<file path="src/rtl/strap_pkg.sv">
package strap_pkg;
  // Connection kinds; this encoding equals the upper strap's address field.
  typedef enum logic [1:0] {
    CONN_SCL = 2'b00,
    CONN_SDA = 2'b01,
    CONN_GND = 2'b10,
    CONN_VCC = 2'b11
  } conn_e;

  // Evidence bit positions gathered per strap.
  localparam int EV_SCL_LO = 0;
  localparam int EV_SCL_HI = 1;
  localparam int EV_SDA_LO = 2;
  localparam int EV_SDA_HI = 3;
  localparam int EV_W      = 4;
endpackage

</file>
<file path="src/rtl/strap_sync.sv">
module strap_sync #(
  parameter int WIDTH  = 4,
  parameter int STAGES = 2
) (
  input  logic             clk,
  input  logic             rst,
  input  logic [WIDTH-1:0] d,
  output logic [WIDTH-1:0] q
);
  logic [WIDTH-1:0] stg [STAGES];

  always_ff @(posedge clk) begin
    if (rst) begin
      for (int i = 0; i < STAGES; i++) stg[i] <= '0;
    end else begin
      stg[0] <= d;
      for (int i = 1; i < STAGES; i++) stg[i] <= stg[i-1];
    end
  end

  assign q = stg[STAGES-1];
endmodule

</file>
<file path="src/rtl/strap_classifier.sv">
module strap_classifier
  import strap_pkg::*;
(
  input  logic  clk,
  input  logic  rst,
  input  logic  pin_s,
  input  logic  scl_s,
  input  logic  sda_s,
  input  logic  locked,
  input  logic  lock_now,
  output conn_e code_q,
  output logic  pu_q
);
  logic [EV_W-1:0] ev_q, ev_nxt;
  logic            is_scl, is_sda;
  conn_e           live, dec;

  // Collect evidence that the pin follows one bus line while the other differs.
  always_comb begin
    ev_nxt = ev_q;
    if (pin_s == scl_s && pin_s != sda_s) begin
      if (scl_s) ev_nxt[EV_SCL_HI] = 1'b1;
      else       ev_nxt[EV_SCL_LO] = 1'b1;
    end
    if (pin_s == sda_s && pin_s != scl_s) begin
      if (sda_s) ev_nxt[EV_SDA_HI] = 1'b1;
      else       ev_nxt[EV_SDA_LO] = 1'b1;
    end
  end

  assign is_scl = ev_nxt[EV_SCL_LO] & ev_nxt[EV_SCL_HI];
  assign is_sda = ev_nxt[EV_SDA_LO] & ev_nxt[EV_SDA_HI];
  assign live   = pin_s ? CONN_VCC : CONN_GND;

  always_comb begin
    if (is_scl)      dec = CONN_SCL;
    else if (is_sda) dec = CONN_SDA;
    else             dec = live;
  end

  always_ff @(posedge clk) begin
    if (rst) begin
      ev_q   <= '0;
      code_q <= CONN_GND;
      pu_q   <= 1'b0;
    end else if (!locked) begin
      ev_q <= ev_nxt;
      if (lock_now) begin
        code_q <= dec;
        pu_q   <= is_scl | is_sda | pin_s;
      end else begin
        code_q <= live;
        pu_q   <= pin_s;
      end
    end
  end
endmodule

</file>
<file path="src/rtl/strap_addr_decoder.sv">
module strap_addr_decoder
  import strap_pkg::*;
#(
  parameter int                SYNC_STAGES = 2,
  parameter int                ADDR_W      = 7,
  parameter logic [ADDR_W-5:0] ADDR_PREFIX = 3'b110
) (
  input  logic              clk,
  input  logic              rst,
  input  logic              strap_hi,
  input  logic              strap_lo,
  input  logic              scl_in,
  input  logic              sda_in,
  input  logic              xfer_done,
  output logic [ADDR_W-1:0] slave_addr,
  output logic              pullup_lo_en,
  output logic              pullup_hi_en
);
  localparam int NSTRAP = 2;
  localparam int SYNC_W = NSTRAP + 2;
  localparam logic [1:0] LO_FIELD_XOR = 2'b10;

  logic [SYNC_W-1:0] raw_v, sync_v;
  logic              locked_q, lock_now;
  conn_e             code_w [NSTRAP];
  logic [NSTRAP-1:0] pu_w;

  assign raw_v = {strap_hi, strap_lo, scl_in, sda_in};

  strap_sync #(.WIDTH(SYNC_W), .STAGES(SYNC_STAGES)) u_sync (
    .clk (clk),
    .rst (rst),
    .d   (raw_v),
    .q   (sync_v)
  );

  assign lock_now = xfer_done & ~locked_q;

  always_ff @(posedge clk) begin
    if (rst)           locked_q <= 1'b0;
    else if (lock_now) locked_q <= 1'b1;
  end

  // Index 0 is the lower strap, index 1 the upper strap.
  for (genvar g = 0; g < NSTRAP; g++) begin : g_strap
    strap_classifier u_cls (
      .clk      (clk),
      .rst      (rst),
      .pin_s    (sync_v[2+g]),
      .scl_s    (sync_v[1]),
      .sda_s    (sync_v[0]),
      .locked   (locked_q),
      .lock_now (lock_now),
      .code_q   (code_w[g]),
      .pu_q     (pu_w[g])
    );
  end

  assign slave_addr   = {ADDR_PREFIX, code_w[1], code_w[0] ^ LO_FIELD_XOR};
  assign pullup_lo_en = pu_w[0];
  assign pullup_hi_en = pu_w[1];
endmodule

</file>
<file path="config.mk">
export PLATFORM = sky130hd
export DESIGN_NAME = strap_addr_decoder
export DESIGN_NICKNAME = d
export VERILOG_FILES = /design/src/rtl/strap_pkg.sv /design/src/rtl/strap_sync.sv /design/src/rtl/strap_classifier.sv /design/src/rtl/strap_addr_decoder.sv
export SDC_FILE = /design/constraint.sdc
export NUM_CORES = 1
export LEC_CHECK = 0
export BUFFER_PORTS_ARGS = -buffer_cell sky130_fd_sc_hd__buf_2
export CAP_MARGIN = 30
export CORE_AREA = 4 4 48 50
export CTS_BUF_LIST = sky130_fd_sc_hd__clkbuf_16
export DETAILED_ROUTE_END_ITERATION = 16
export DIE_AREA = 0 0 52 54
export GPL_ROUTABILITY_DRIVEN = 0
export PLACE_DENSITY = 0.74
export SYNTH_ARGS = -nofsm -noshare
export SYNTH_HDL_FRONTEND = slang
export SYNTH_SLANG_ARGS = --single-unit
</file>
<file path="constraint.sdc">
create_clock -name clk -period 1.86 [get_ports clk]
set_clock_uncertainty 0.1 [all_clocks]
set_input_delay 0.372 -clock clk [delete_from_list [all_inputs] [get_ports clk]]
set_output_delay 0.372 -clock clk [all_outputs]
set_load 0.05 [all_outputs]
</file>
==> run_results.csv, run 1 <==
group,metric,value,unit
cts,h-tree-depth,1,
worst_setup_path,path_max_fanout,6,
cts,clock_sinks,23,
pwr,pwr-share-clk,42.2,%
drt,drt-total-wl,1456,um
yosys,yosysWarnings,0,
sta,fin_tns_setup,0,ns
pwr,seq_power_share,48.8,%
yosys,ys_top_cells_by_area,"dfxtp_1 47%, nor2b_1 5.8%, buf_4 5.4%, a21oi_1 5.1%, nor2_1 5.0%",
worst_setup_path,slowest_delay,0.37,ns
finish,nets,119,
yosys,synth_compound_area_share,20.31,%
sta,fmax,0.7243,GHz
cts,cts_tree,"built",
global_route,grt_pass1_vias,584,
drt,vias_per_cell,4.855,
die,die-area,2808,um^2
cts,clock_path_buffers,2,
finish,finalNonFillerCells,138,
pwr,leakage,0.0004455,uW
finish,n_fill_cell,170,
die,top_level_ports,16,
die,core-area,1902,um^2
yosys,synth-simple-area-share,21.47,%
yosys,netlist.area_leader.share,47.30,%
drt,drt-initial-drc-count,7,
yosys,synthAdderAreaFrac,0,%
finish,multi_input_area,417.9,um^2
drt,drc,0,
cts,root_buffer,"clkbuf_16",
status,status,"finished, final reports clean",
global_route,grt_start_max_net_pins,24,
global_route,grt_overflow,0,
worst_setup_path,cp_slowest_cell,"dfxtp_1",
die,start_util,51.18,%
worst_setup_path,critical_path_arrival,1.43,ns
yosys,synth_cells,105,
pwr,max-vdd-ir-drop,498.0,uV
finish,seqCellArea,460.4,um^2
cts,cts_resized,0,
pwr,powerDensity,1005,nW/um^2
sta,slew_viol_final,0,
placed_design,dp_cells,134,
yosys,synth_cell_types,27,
drt,detail_route.wl_per_cell,10.55,um
finish,diodes,0,
global_route,track_usage,12.82,%
pwr,switching_share,22.88,%
worst_setup_path,crit_path_start_kind,"flop",
sta,rsz0062_at_grt,"false",
die,rows,16,
sta,period_needed,1.381,ns
finish,drive_gt1_share,18.92,%
placed_design,dp.final_hpwl,1051,um
yosys,netlist_area,973.4,um^2
pwr,intPower,833.2,uW
cts,clkTransAtPathRegs,0.06,ns
worst_setup_path,crit_type,"flop to flop",
die,die_height,54,um
drt,antenna_left,0,
cts,postCtsSetupBuffers,0,
pwr,p_switching,247.2,uW
die,chipWidth,52,um
drt,firstDrtPassIters,4,
yosys,synth_area_leader_cell,"dfxtp_1",
worst_setup_path,crit_path_end_kind,"flop",
cts,clk_latency,0.26,ns
global_route,grt_pass1_wl,2470,um
yosys,ys_ff_latch,23,
sta,finalHoldViolations,0,
global_route,antenna_found_initial,0,
drt,vias,670,
worst_setup_path,crit_top_cell,"nand2b_4",
cts,numCtsBuffers,3,
worst_setup_path,cp.required,1.91,ns
yosys,ys_seq_area_share,47.30,%
placed_design,io_buffers,12,
yosys,syn_area_per_cell,9.271,um^2
yosys,synth_xor_area_share,0,%
flow_run,drv_cap,0,
yosys,synth_top_family_by_area,"simple AND/OR/NAND/NOR gates",
yosys,synthMuxAreaShare,0,%
finish,synthToLayoutAreaGrowth,10.41,%
min_path,min_path_type,"primary input to flop",
worst_setup_path,worstPathCellList,"nand2b_4 -> nand2b_4 -> a311o_1 -> o221a_1",
sta,report.final.setup_viol,0,
cts,cts_hold_buffers,0,
pwr,combPwrFrac,8.9,%
sta,fin_crit_sh,74.23,%
==> sequential cells by signal, summed over array words and instances, names as in the netlist <==
signal / cells
g_strap.u_cls.pu_q: 2
u_sync.stg: 8
locked_q: 1
g_strap.u_cls.ev_q: 8
g_strap.u_cls.code_q: 4
==> cells by family after synthesis <==
family	after synthesis
AND/OR/NAND/NOR	37
AO/OA/AOI/OAI	26
other	2
flip-flops	23
buffers and inverters	17
==> placed cells by master (no fill, tap or decap) <==
master | netlist | layout
nand2_1 | 7 | 7
a31oi_2 | 1 | 1
dfxtp_1 | 23 | 23
buf_2 | 0 | 12
a311oi_1 | 2 | 2
o32ai_1 | 1 | 1
nand2b_4 | 2 | 2
nor2b_1 | 9 | 9
a31oi_1 | 3 | 3
o21bai_1 | 2 | 2
nand4bb_1 | 2 | 2
a211o_1 | 2 | 2
conb_1 | 2 | 3
inv_1 | 6 | 6
nand4b_1 | 1 | 1
a21o_1 | 1 | 1
nand2b_1 | 1 | 1
o221a_1 | 1 | 1
nor2_1 | 13 | 13
a311o_1 | 1 | 1
o32ai_2 | 1 | 1
clkbuf_16 | 0 | 3
and2_1 | 2 | 2
clkinv_2 | 0 | 1
a21oi_1 | 10 | 10
o211ai_2 | 1 | 1
==> final cells by class <==
type	count	area share, %
well taps	27	3.143
flip-flops and latches	23	42.84
multi-input cells	66	38.88
repair buffers	12	5.588
clock buffers	3	6.985
inverters	6	2.095
clock inverters	1	0.4657
==> worst max-delay path, delay by kind of cell (launching register included) <==
family / cells / cell delay, ns
compound gates: 2 / 0.55
flops: 1 / 0.37
simple gates: 2 / 0.25
==> through the flow <==
stage	util (%)	hold WS (ns)	setup slack, ns	cell area (um^2)	power [uW]
3_5_place_dp	52.30	0.3283	0.4683	994.7	635.6
6_report	56.51	0.2206	0.4793	1075	1080
3_3_place_gp	52.30	0.3190	0.4676	994.7	635.0
5_1_grt	56.51	0.2313	0.3806	1075	1131
2_1_floorplan	-	0.3138	0.5569	977.2	626.1
4_1_cts	56.51	0.2156	0.4787	1075	1096
==> power by group through the flow <==
stage               logic [uW]  clock network [uW]  registers [uW]
floorplan                 84.9                   0             541
global placement          97.0                   0             538
detailed placement        97.0                   0             539
CTS                       97.3                 471             528
global route               106                 494             531
finish                    96.4                 456             528
==> Yosys cell counts (all sizes together) <==
cell	instances
and2	2
nor2b	9
buf	8
nand2	7
nand4b	1
o21bai	2
nor2	13
a311o	1
conb	2
o221a	1
a21o	1
a21oi	10
inv	6
o211ai	1
nand2b	3
nand4bb	2
dfxtp	23
a311oi	2
a31oi	4
a211o	2
o32ai	2
clkbuf	3
==> layer usage <==
metal / vias to the layer above / GRT usage, % / wire, um
li1: 359 / - / -
met1: 291 / 13.51 / 684
met2: 15 / 20.29 / 623
met3: 5 / 4.986 / 102
met4: 0 / 10.48 / 45
met5: - / 0 / 0
==> final timing paths <==
check / slack, ns / cells past startpoint / to / startpoint
hold / removal: 0.22 / 2 / u_sync.stg[0][3] / strap_hi
setup reg to reg: 0.48 / 4 / g_strap[1].u_cls.pu_q / u_sync.stg[0][4]
hold reg to reg: 0.34 / 1 / u_sync.stg[0][6] / u_sync.stg[0][2]
setup / recovery: 0.48 / 4 / g_strap[1].u_cls.pu_q / u_sync.stg[0][4]
No activity file was read; power rests on OpenSTA's default activity.
==> inputs of run 2 (changes only) <==
clock period = 1.3 ns   (was 1.86 ns; I/O delays follow)
==> run 2 against run 1 <==
  * The run now ends with negative setup slack left
  * Clock-buffer cell count is the same
  * First-iteration DRC count shrank 43%
  * Utilization grew 4.3 points
  * Register-to-register slack lost 0.48 ns
  * Via count grew 12%
  * Global-route usage grew 1.6 points
==> run_results.csv, run 2 (synthesis results as in run 1) <==
group,metric,value,unit
die,start_util,51.18,%
sta,fin_ws,-0.005312,ns
sta,period_needed,1.305,ns
min_path,min_path_type,"primary input to flop",
status,violations,"negative setup slack",
pwr,max-vdd-ir-drop,1161,uV
worst_setup_path,cp_top_family,"compound AO/OA/AOI/OAI gates",
cts,cts_tree,"built",
pwr,leakage,0.0004903,uW
finish,n_fill_cell,174,
placed_design,io_buffers,12,
finish,nets,127,
drt,drt-initial-drc-count,4,
placed_design,dp.final_hpwl,1209,um
sta,finalHoldViolations,0,
placed_design,dpl-instance-area,1056,um^2
sta,rsz0062_at_grt,"true",
worst_setup_path,cp.required,1.34,ns
global_route,grt_pass1_wl,2891,um
drt,firstDrtPassIters,3,
cts,clock_sinks,23,
worst_setup_path,path_max_fanout,5,
worst_setup_path,crit_type,"flop to flop",
global_route,antenna_found_initial,0,
sta,fmax,0.7661,GHz
die,chipWidth,52,um
die,rows,16,
die,die_height,54,um
finish,diodes,0,
finish,synthToLayoutAreaGrowth,18.89,%
worst_setup_path,cp_slowest_cell,"dfxtp_2",
drt,drc,0,
global_route,track_usage,14.38,%
cts,root_buffer,"clkbuf_16",
sta,fin_crit_sh,100.4,%
die,top_level_ports,16,
die,die-area,2808,um^2
worst_setup_path,cp_num_buf_inv,0,
sta,slew_viol_final,0,
cts,clk_latency,0.25,ns
global_route,grt_pass1_vias,730,
cts,clkTransAtPathRegs,0.06,ns
drt,vias_per_cell,5.151,
sta,whs,0.1161,ns
flow_run,drv_cap,0,
worst_setup_path,crit_path_start_kind,"flop",
cts,postCtsSetupBuffers,0,
die,core-area,1902,um^2
global_route,grt_overflow,0,
drt,antenna_left,0,
cts,clock_path_buffers,2,
finish,final_cell_mix,"20 x dfxtp_1, 13 x nor2_1, 12 x buf_2",
cts,cts_hold_buffers,0,
pwr,totalPowerFinal,1557,uW
global_route,grt_start_max_net_pins,19,
placed_design,dp_slack,-0.02058,ns
worst_setup_path,slowest_delay,0.33,ns
worst_setup_path,crit_path_end_kind,"flop",
pwr,powerDensity,1345,nW/um^2
finish,mostFrequentLayoutCell,"dfxtp_1",
drt,vias,752,
drt,detail_route.wl_per_cell,11.68,um
cts,h-tree-depth,1,
cts,numCtsBuffers,3,
worst_setup_path,worstPathCellList,"nand4b_1 -> a31oi_2 -> a311oi_2 -> a211o_1",
drt,drt-total-wl,1706,um
finish,reg_top3,"g_strap.u_cls.ev_q x8, u_sync.stg x8, g_strap.u_cls.code_q x4",
finish,drive_gt1_share,29.41,%
status,status,"complete, but fails checks",
sta,report.final.setup_viol,1,
finish,design_area,1157,um^2
worst_setup_path,critical_path_arrival,1.35,ns
run 2: cell types whose count changed in the layout (fill, tap and decap cells not counted), sizes merged:
cell | before | now
buf | 12 | 20
run 2: through the flow:
step                      cells  setup TNS [ns]  util [%]
after floorplan             106               0         -
after global placement      142       -0.001207     55.53
after detailed placement    142        -0.04538     55.53
after CTS                   146               0     59.80
after global routing        146         -0.2149     60.86
final                       146       -0.005312     60.86
run 2: area by class of cell:
type	instances	area, um^2	share of cell area [%]
Timing Repair Buffer	20	120.1	10.38
Sequential cell	23	466.7	40.32
Tap cell	27	33.78	2.919
Multi-Input combinational cell	66	434.2	37.51
Inverter	6	22.52	1.946
Clock buffer	3	75.07	6.486
Clock inverter	1	5.005	0.4324
run 2: report_power, final:
| group | internal [uW] | switching (uW) |
|---|---|---|
| sequential | 733 | 19.4 |
| combinational | 60.7 | 104 |
| clock | 413 | 227 |
run 2: what timing repair did:
| item | 4_1_cts | 5_1_grt |
|---|---|---|
| gates resized for setup | 1 | 5 |
| pin swaps | 1 | 1 |
| endpoints found under the hold margin | 0 | 0 |
| endpoints found under the setup margin | 5 | 9 |
run 2: final timing paths:
| kind | from | to | slack (ns) | cells after the start |
|---|---|---|---|---|
| max | u_sync.stg[0][4] | g_strap[1].u_cls.code_q[1] | -0.005 | 4 |
| min | sda_in | u_sync.stg[0][0] | 0.12 | 2 |
| max reg2reg | u_sync.stg[0][4] | g_strap[1].u_cls.code_q[1] | -0.005 | 4 |
| min reg2reg | u_sync.stg[0][0] | u_sync.stg[0][4] | 0.33 | 1 |
run 2: worst reg2reg max path, cell delays in order, from the launching register on:
cell,delay [ns]
dfxtp_2,0.33
nand4b_1,0.17
a31oi_2,0.26
a311oi_2,0.09
a211o_1,0.24
run 2: per-layer routing:
layer | GRT usage [%] | part of all wire, %
met1 | 12.77 | 38
met2 | 27.20 | 51
met3 | 6.925 | 6.9
met4 | 6.550 | 3.5
met5 | 0 | 0
==> inputs of run 3 (changes only) <==
BUFFER_PORTS_ARGS = not set   (was -buffer_cell sky130_fd_sc_hd__buf_2)
CORE_AREA = 4 4 46 48   (was 4 4 48 50)
DIE_AREA = 0 0 50 52   (was 0 0 52 54)
DONT_BUFFER_PORTS = 1   (was not set)
PLACE_DENSITY = 0.72   (was 0.74)
SKIP_CTS_REPAIR_TIMING = 1   (was not set)
==> run 3 against run 2 <==
  * The flow still finishes with violations (negative setup slack)
  * Critical path depth did not move
  * Highest routed layer unchanged
  * First-iteration DRC count grew to 4.8 times the previous value
  * Via count fell by 1.3%
  * Non-clock buffer count down 6
  * Combinational power fell by 9%
  * Critical endpoint is now g_strap[1].u_cls.pu_q
  * Register-to-register slack lost 0.04 ns
  * Maximum frequency shrank 2.8%
  * Clock power about the same
  * Flip-flop and latch count is the same
  * Utilization is 5.7 points higher
==> run_results.csv, run 3 (synthesis results as in run 1) <==
group,metric,value,unit
drt,vias_per_cell,5.377,
global_route,grt_pass1_vias,654,
finish,synthToLayoutAreaGrowth,16.71,%
sta,fmax,0.7448,GHz
die,top_level_ports,16,
cts,clock_sinks,23,
cts,numCtsBuffers,3,
sta,slew_headroom,62.16,%
drt,antenna_left,0,
drt,firstDrtPassIters,5,
sta,report.final.setup_viol,1,
sta,finalHoldViolations,0,
die,rows,15,
cts,clock_path_buffers,2,
pwr,totalPowerFinal,1548,uW
finish,final_cell_mix,"21 x dfxtp_1, 13 x nor2_1, 10 x a21oi_1",
sta,period_needed,1.343,ns
sta,fin_crit_sh,103.3,%
worst_setup_path,crit_type,"flop to flop",
finish,drive_gt1_share,16.81,%
drt,vias,742,
worst_setup_path,path_max_fanout,6,
status,violations,"negative setup slack",
finish,mostFrequentLayoutCell,"dfxtp_1",
cts,clkTransAtPathRegs,0.06,ns
placed_design,dp_cells,129,
worst_setup_path,cp.required,1.34,ns
sta,rsz0062_at_grt,"true",
finish,reg_top3,"g_strap.u_cls.ev_q x8, u_sync.stg x8, g_strap.u_cls.code_q x4",
sta,slew_viol_final,0,
drt,drt-initial-drc-count,19,
min_path,min_path_type,"primary input to flop",
cts,h-tree-depth,1,
worst_setup_path,slowest_delay,0.36,ns
pwr,powerDensity,1362,nW/um^2
cts,root_buffer,"clkbuf_16",
die,die_height,52,um
global_route,grt_overflow,0,
global_route,track_usage,14.28,%
global_route,grt_pass1_wl,2746,um
worst_setup_path,cp_slowest_cell,"dfxtp_4",
die,die-area,2600,um^2
drt,drt-total-wl,1858,um
worst_setup_path,cp_num_buf_inv,0,
finish,n_fill_cell,145,
sta,worst_pin_slew,0.5658,ns
sta,fin_ws,-0.04258,ns
worst_setup_path,crit_path_start_kind,"flop",
cts,clk_latency,0.25,ns
global_route,grt_start_max_net_pins,24,
flow_run,drv_cap,0,
placed_design,dp.final_hpwl,1219,um
drt,detail_route.wl_per_cell,13.46,um
worst_setup_path,critical_path_arrival,1.38,ns
global_route,antenna_found_initial,0,
die,chipWidth,50,um
finish,diodes,0,
worst_setup_path,worstPathCellList,"nand2b_4 -> nand2b_4 -> a311o_1 -> o221a_1",
finish,finalNonFillerCells,138,
worst_setup_path,r2r_setup_slack,-0.04,ns
worst_setup_path,crit_path_end_kind,"flop",
drt,drc,0,
pwr,leakage,0.0004688,uW
worst_setup_path,crit_top_cell,"nand2b_4",
die,start_util,57.00,%
pwr,max-vdd-ir-drop,787.0,uV
cts,cts_tree,"built",
placed_design,io_buffers,0,
worst_setup_path,cp_top_family,"compound AO/OA/AOI/OAI gates",
finish,nets,121,
die,core-area,1708,um^2
status,status,"complete, but fails checks",
==> run 3: final timing paths <==
kind | from | endpoint | cells past startpoint
setup / recovery | u_sync.stg[0][4] | g_strap[1].u_cls.pu_q | 4
hold / removal | rst | g_strap[0].u_cls.code_q[1] | 1
hold reg to reg | u_sync.stg[0][2] | u_sync.stg[0][6] | 1
setup reg to reg | u_sync.stg[0][4] | g_strap[1].u_cls.pu_q | 4
==> run 3: routing by layer <==
metal | share of wire (%) | global-route usage (%) | vias to the layer above
met2 | 50 | 25.00 | 26
met4 | 3.0 | 9.677 | 0
li1 | - | - | 362
met1 | 41 | 14.54 | 347
met5 | 0 | 0 | -
met3 | 6.2 | 4.298 | 7
==> run 3: power breakdown <==
part	internal (uW)	switching, uW
clock network	410	231
registers	731	25.6
logic	59.1	91.4
==> run 3: area by class of cell <==
type                            count  area (um^2)  area share (%)
Inverter                            6        22.52           1.982
Multi-Input combinational cell     66        417.9           36.78
Timing Repair Buffer               14        117.6           10.35
Tap cell                           25        31.28           2.753
Clock buffer                        3        75.07           6.608
Clock inverter                      1        3.754          0.3304
Sequential cell                    23        467.9           41.19
==> run 3: worst reg2reg max path, cell delays in order (launching register included) <==
cell and delay, ns:
dfxtp_4 0.36, nand2b_4 0.17, nand2b_4 0.06, a311o_1 0.31
o221a_1 0.23
==> run 3: stage by stage <==
step | area (um^2) | hold slack [ns] | utilization [%] | TNS [ns] | setup WS, ns
2_1_floorplan | 978.4 | 0.2316 | - | 0 | 0.001145
3_3_place_gp | 1001 | 0.2282 | 58.61 | 0 | 0.002780
3_5_place_dp | 1001 | 0.2288 | 58.61 | -0.09555 | -0.04735
4_1_cts | 1080 | -0.03756 | 63.22 | -0.2752 | -0.08170
5_1_grt | 1136 | 0.009250 | 66.52 | -0.7632 | -0.08307
6_report | 1136 | 0.006797 | 66.52 | -0.04258 | -0.04258
